$ cat src/rtl/shreg_pkg.sv
package shreg_pkg;

    // Operation applied to the shift register on one system clock
    typedef enum logic [1:0] {
        OP_HOLD  = 2'd0,
        OP_SHIFT = 2'd1,
        OP_LOAD  = 2'd2
    } sh_op_e;

endpackage

$ cat src/rtl/strobe_edge.sv
module strobe_edge #(
    parameter bit RISING = 1'b1
) (
    input  logic clk,
    input  logic rst,
    input  logic strobe,
    output logic pulse
);

    logic hist_d, hist_q;
    logic armed_q;

    always_comb begin
        hist_d = strobe;
    end

    always_ff @(posedge clk) begin
        if (rst) begin
            hist_q  <= 1'b0;
            armed_q <= 1'b0;
        end else begin
            hist_q  <= hist_d;
            armed_q <= 1'b1;
        end
    end

    generate
        if (RISING) begin : g_rise
            assign pulse = strobe & ~hist_q;
        end else begin : g_fall
            assign pulse = ~strobe & hist_q;
        end
    endgenerate


    pulse_on_change_chk: assert property (@(posedge clk) disable iff (rst)
        armed_q && pulse |-> strobe != $past(strobe));

endmodule

$ cat src/rtl/shift_stage.sv
module shift_stage
    import shreg_pkg::*;
#(
    parameter int W = 16
) (
    input  logic         clk,
    input  logic         rst,
    input  sh_op_e       op,
    input  logic         ser_in,
    input  logic [W-1:0] load_val,
    output logic [W-1:0] word_q
);

    typedef struct packed {
        logic [W-1:0] word;
    } state_t;

    state_t state_d, state_q;
    logic   armed_q;

    always_comb begin
        state_d = state_q;
        case (op)
            OP_SHIFT: state_d.word = {state_q.word[W-2:0], ser_in};
            OP_LOAD:  state_d.word = load_val;
            default:  state_d.word = state_q.word;
        endcase
    end

    always_ff @(posedge clk) begin
        if (rst) begin
            state_q <= '0;
            armed_q <= 1'b0;
        end else begin
            state_q <= state_d;
            armed_q <= 1'b1;
        end
    end

    assign word_q = state_q.word;


    shift_moves_up_chk: assert property (@(posedge clk) disable iff (rst)
        armed_q && $past(op == OP_SHIFT) |->
            word_q == {$past(word_q[W-2:0]), $past(ser_in)});


    reload_copies_chk: assert property (@(posedge clk) disable iff (rst)
        armed_q && $past(op == OP_LOAD) |-> word_q == $past(load_val));

endmodule

$ cat src/rtl/store_stage.sv
module store_stage #(
    parameter int W = 16
) (
    input  logic         clk,
    input  logic         rst,
    input  logic         capture,
    input  logic [W-1:0] in_word,
    output logic [W-1:0] word_q
);

    logic [W-1:0] word_d;
    logic [W-1:0] held_q;
    logic         armed_q;

    always_comb begin
        word_d = held_q;
        if (capture) begin
            word_d = in_word;
        end
    end

    always_ff @(posedge clk) begin
        if (rst) begin
            held_q  <= '0;
            armed_q <= 1'b0;
        end else begin
            held_q  <= word_d;
            armed_q <= 1'b1;
        end
    end

    assign word_q = held_q;


    idle_keeps_word_chk: assert property (@(posedge clk) disable iff (rst)
        armed_q && !$past(capture) |-> $stable(word_q));

endmodule

$ cat src/rtl/shreg_store.sv
module shreg_store
    import shreg_pkg::*;
#(
    parameter int W = 16
) (
    input  logic         clk,
    input  logic         rst,
    input  logic         sel_n,
    input  logic         rd_wr,
    input  logic         store_clk,
    input  logic         shift_clk,
    input  logic         ser_in,
    output logic         ser_out,
    output logic [W-1:0] par_out
);

    localparam int MSB = W - 1;

    logic         shift_fall;
    logic         store_rise;
    sh_op_e       op;
    logic         capture;
    logic [W-1:0] sreg_w;
    logic [W-1:0] store_w;
    logic         armed_q;

    strobe_edge #(.RISING(1'b0)) u_shift_edge (
        .clk    (clk),
        .rst    (rst),
        .strobe (shift_clk),
        .pulse  (shift_fall)
    );

    strobe_edge #(.RISING(1'b1)) u_store_edge (
        .clk    (clk),
        .rst    (rst),
        .strobe (store_clk),
        .pulse  (store_rise)
    );

    always_comb begin
        op = OP_HOLD;
        if (!sel_n && shift_fall) begin
            op = (!rd_wr && store_clk) ? OP_LOAD : OP_SHIFT;
        end
        capture = !sel_n && !rd_wr && store_rise;
    end

    shift_stage #(.W(W)) u_shift (
        .clk      (clk),
        .rst      (rst),
        .op       (op),
        .ser_in   (ser_in),
        .load_val (store_w),
        .word_q   (sreg_w)
    );

    store_stage #(.W(W)) u_store (
        .clk     (clk),
        .rst     (rst),
        .capture (capture),
        .in_word (sreg_w),
        .word_q  (store_w)
    );

    assign ser_out = sreg_w[MSB];
    assign par_out = store_w;

    always_ff @(posedge clk) begin
        if (rst) armed_q <= 1'b0;
        else     armed_q <= 1'b1;
    end


    no_event_no_change_chk: assert property (@(posedge clk) disable iff (rst)
        armed_q && !$past(shift_fall) |-> $stable(sreg_w));


    deselect_hold_chk: assert property (@(posedge clk) disable iff (rst)
        armed_q && $past(sel_n) |-> $stable(sreg_w) && $stable(par_out));


    write_side_hold_chk: assert property (@(posedge clk) disable iff (rst)
        armed_q && $past(rd_wr) |-> $stable(par_out));


    capture_old_word_chk: assert property (@(posedge clk) disable iff (rst)
        armed_q && $past(!sel_n && !rd_wr && store_rise) |-> par_out == $past(sreg_w));

endmodule

$ cat config.mk
export PLATFORM = sky130hd
export DESIGN_NAME = shreg_store
export DESIGN_NICKNAME = d
export VERILOG_FILES = /design/src/rtl/shreg_pkg.sv /design/src/rtl/strobe_edge.sv /design/src/rtl/shift_stage.sv /design/src/rtl/store_stage.sv /design/src/rtl/shreg_store.sv
export SDC_FILE = /design/constraint.sdc
export NUM_CORES = 1
export LEC_CHECK = 0
export CAP_MARGIN = 0
export CELL_PAD_IN_SITES_DETAIL_PLACEMENT = 2
export CELL_PAD_IN_SITES_GLOBAL_PLACEMENT = 2
export CORE_ASPECT_RATIO = 0.8
export CORE_MARGIN = 2
export CORE_UTILIZATION = 29
export CTS_CLUSTER_SIZE = 16
export DETAILED_ROUTE_END_ITERATION = 12
export HOLD_SLACK_MARGIN = 0.05
export PLACE_DENSITY = 0.74
export SLEW_MARGIN = 20
export SYNTH_ARGS = -nofsm -noshare
export SYNTH_HDL_FRONTEND = slang
export SYNTH_SLANG_ARGS = --single-unit
$ cat constraint.sdc
create_clock -name clk -period 1.8 [get_ports clk]
set_clock_uncertainty 0.2 [all_clocks]
set_input_delay 0.36 -clock clk [delete_from_list [all_inputs] [get_ports clk]]
set_output_delay 0.36 -clock clk [all_outputs]
set_load 0.05 [all_outputs]
==> results.cfg <==
[status]
status = completed

[drt]
avgRoutedWirePerCell_microns = 17.2
num_vias = 1270
drtIter0Drc = 15
wl_microns = 4390
first_pass_iters = 4
drtAntennaViolNets = 0
vias_per_cell = 4.98
drc = 0

[clock_tree]
cts_made_buffers = 5
cts_htree_levels = 2
root_buffer = clkbuf_8
cts_tree = done
clockBufferDepth = 2
clkTransAtPathRegs_ns = 0.06
clk-insertion-delay-late_ns = 0.28
clock_sinks = 34

[synthesis]
ys_ff_latch = 34
ys_types = 14
synth_top_area_share = 0.507
synth_area_per_cell_sq_um = 8.04
synth_cells = 167
syn_nets = 174
synth_area_leader_cell = dfxtp_1
ys.flop_type = dfxtp_1
synthTopCellsByArea = dfxtp_1 (51%), nand2_1 (18%), a311oi_1 (10%)
ys_warn_count = 0
seq_area_frac_synth = 0.507
synth_area_sq_mm = 0.00134
synth-async-reset-ratio = 0
synth_most_common_cell = nand2_1
synth_edf_count = 0
synthTopCellsByCount = nand2_1 (64), dfxtp_1 (34), a21oi_1 (16), a311oi_1 (16), nor2_1 (16)

[die]
die_y_microns = 64.9
start_util = 0.297
coreArea_sq_mm = 0.00451
design.portCount = 24
die_width_microns = 80.1
die-area_sq_mm = 0.00519
fp-row-count = 22

[global_routing]
antenna_found_initial = 0
grt_pass1_vias = 1410
track_usage = 0.189
grt_pass1_wl_microns = 7200
grt-ovfl-total = 0
grt_start_max_net_pins = 35

[power_and_ir_drop]
pwr-share-clk = 0.372
p_sw_w = 0.000355
switching_share = 0.238
power.internal_w = 0.00113
power_density_mw_per_mm2 = 733
leakagePower_nw = 0.661
ir_drop_uv = 286
power_frac_comb = 0.102
seqPwrFrac = 0.526

[finish]
n_antenna_cell = 0
final_nets = 203
area_delta_synth_final_pct = 51.4
final_core_utilization = 0.450
drive_gt1_frac = 0.226
num-fill-cells = 494

[sta]
tns_ns = 0
finalSetupViolCount = 0
max_slew_margin = 0.823
drv_slew = 0
hold_viol = 0
rsz0062_at_grt = false
tightestPinTransition_ns = 0.264
fin_crit_sh = 0.986
max_freq_mhz = 563
period_minus_slack_ns = 1.78

[worst_setup_path]
end_kind = flip-flop
required_ns = 1.77
critPathMaxFanout = 16
startpoint_type = input port
worstSetupPathType = input port to flip-flop
cp.arrival_ns = 1.74

[place]
dp_hpwl_microns = 2820
port_buffers = 23
place_congestion = 0.689

[run]
maxCapViolations = 0

[min_path]
hold_path_class = flip-flop to flip-flop
## stage by stage
stage | area [sq um] | hold WS (ns) | total power, W | setup slack [ns] | std cells
2_1_floorplan | 1340 | 0.245 | 0.000865 | 0.207 | 167
3_3_place_gp | 1880 | 0.256 | 0.000932 | -0.203 | 247
3_5_place_dp | 1880 | 0.270 | 0.000942 | -0.275 | 247
4_1_cts | 1970 | 0.283 | 0.00150 | 0.00664 | 253
5_1_grt | 2030 | 0.308 | 0.00157 | 0.00340 | 255
6_report | 2030 | 0.276 | 0.00149 | 0.0249 | 255
## metal layers
metal	vias up	global-route usage	routed length, microns
met5	-	0	0
met2	19	0.317	2260
met1	630	0.229	1940
met3	5	0.0613	143
met4	0	0.0593	41
li1	616	-	-
## repair_timing
item,in CTS,in global routing
buffers inserted,0,1
setup endpoints to repair,1,6
hold buffers,0,0
resized for setup,1,7
pin swaps,0,1
gates cloned,0,1
## cell families (layout without fill, tap and decap cells)
group	count (synthesis)	after routing	synth area share
and+or+nand+nor	87	87	0.277
DFF	34	34	0.507
AOI/OAI and AO/OA	32	32	0.164
buffers and inverters	14	42	0.0522
## power groups by stage
stage               logic [W]  clock network, W  registers (W)
floorplan           0.0000611                 0       0.000804
detailed placement   0.000142                 0       0.000801
CTS                  0.000143          0.000569       0.000784
finish               0.000151          0.000554       0.000784
global placement     0.000133                 0       0.000799
global route         0.000164          0.000620       0.000786
## cells in the final DEF, fill, tap and decap left out
master,Yosys,routed
clkbuf_16,0,1
or4b_4,0,1
a21oi_1,16,15
nor3b_2,1,1
nor2_1,16,16
nor2b_1,3,2
buf_6,1,2
dfxtp_1,34,34
nor2b_2,0,1
nand2_1,64,64
nand2b_1,1,1
buf_12,0,21
buf_4,0,6
a311oi_1,16,13
nor4b_4,1,1
clkdlybuf4s50_1,0,6
a21oi_2,0,1
a311oi_2,0,3
clkbuf_8,0,6
## sequential cells by signal (all words and copies together) (netlist names)
| register | flops |
|---|---|
| u_shift_edge.hist_q | 1 |
| u_shift.word_q | 16 |
| u_store.word_q | 16 |
| u_store_edge.hist_q | 1 |
## worst paths after layout
check / start / to / slack, ns / cells past startpoint
min: u_shift.word_q[0] / u_store.word_q[0] / 0.28 / 2
max reg2reg: u_store_edge.hist_q / u_store.word_q[2] / 0.29 / 4
max: sel_n / u_store.word_q[2] / 0.02 / 5
min reg2reg: u_shift.word_q[0] / u_store.word_q[0] / 0.28 / 2
## critical path: stages
cell and delay, ns:
clkdlybuf4s50_1 0.47, or4b_4 0.54, buf_6 0.18, nand2_1 0.11, a21oi_2 0.07
## cell type report
| class | count | area, sq um | share of cell area |
|---|---|---|---|
| multi-input combinational | 119 | 621 | 0.305 |
| sequential | 34 | 681 | 0.335 |
| tap | 60 | 75.1 | 0.0369 |
| clock buffer | 6 | 82.6 | 0.0406 |
| timing repair buffer | 36 | 573 | 0.282 |
Note: power is estimated with default switching activity, not from simulation.
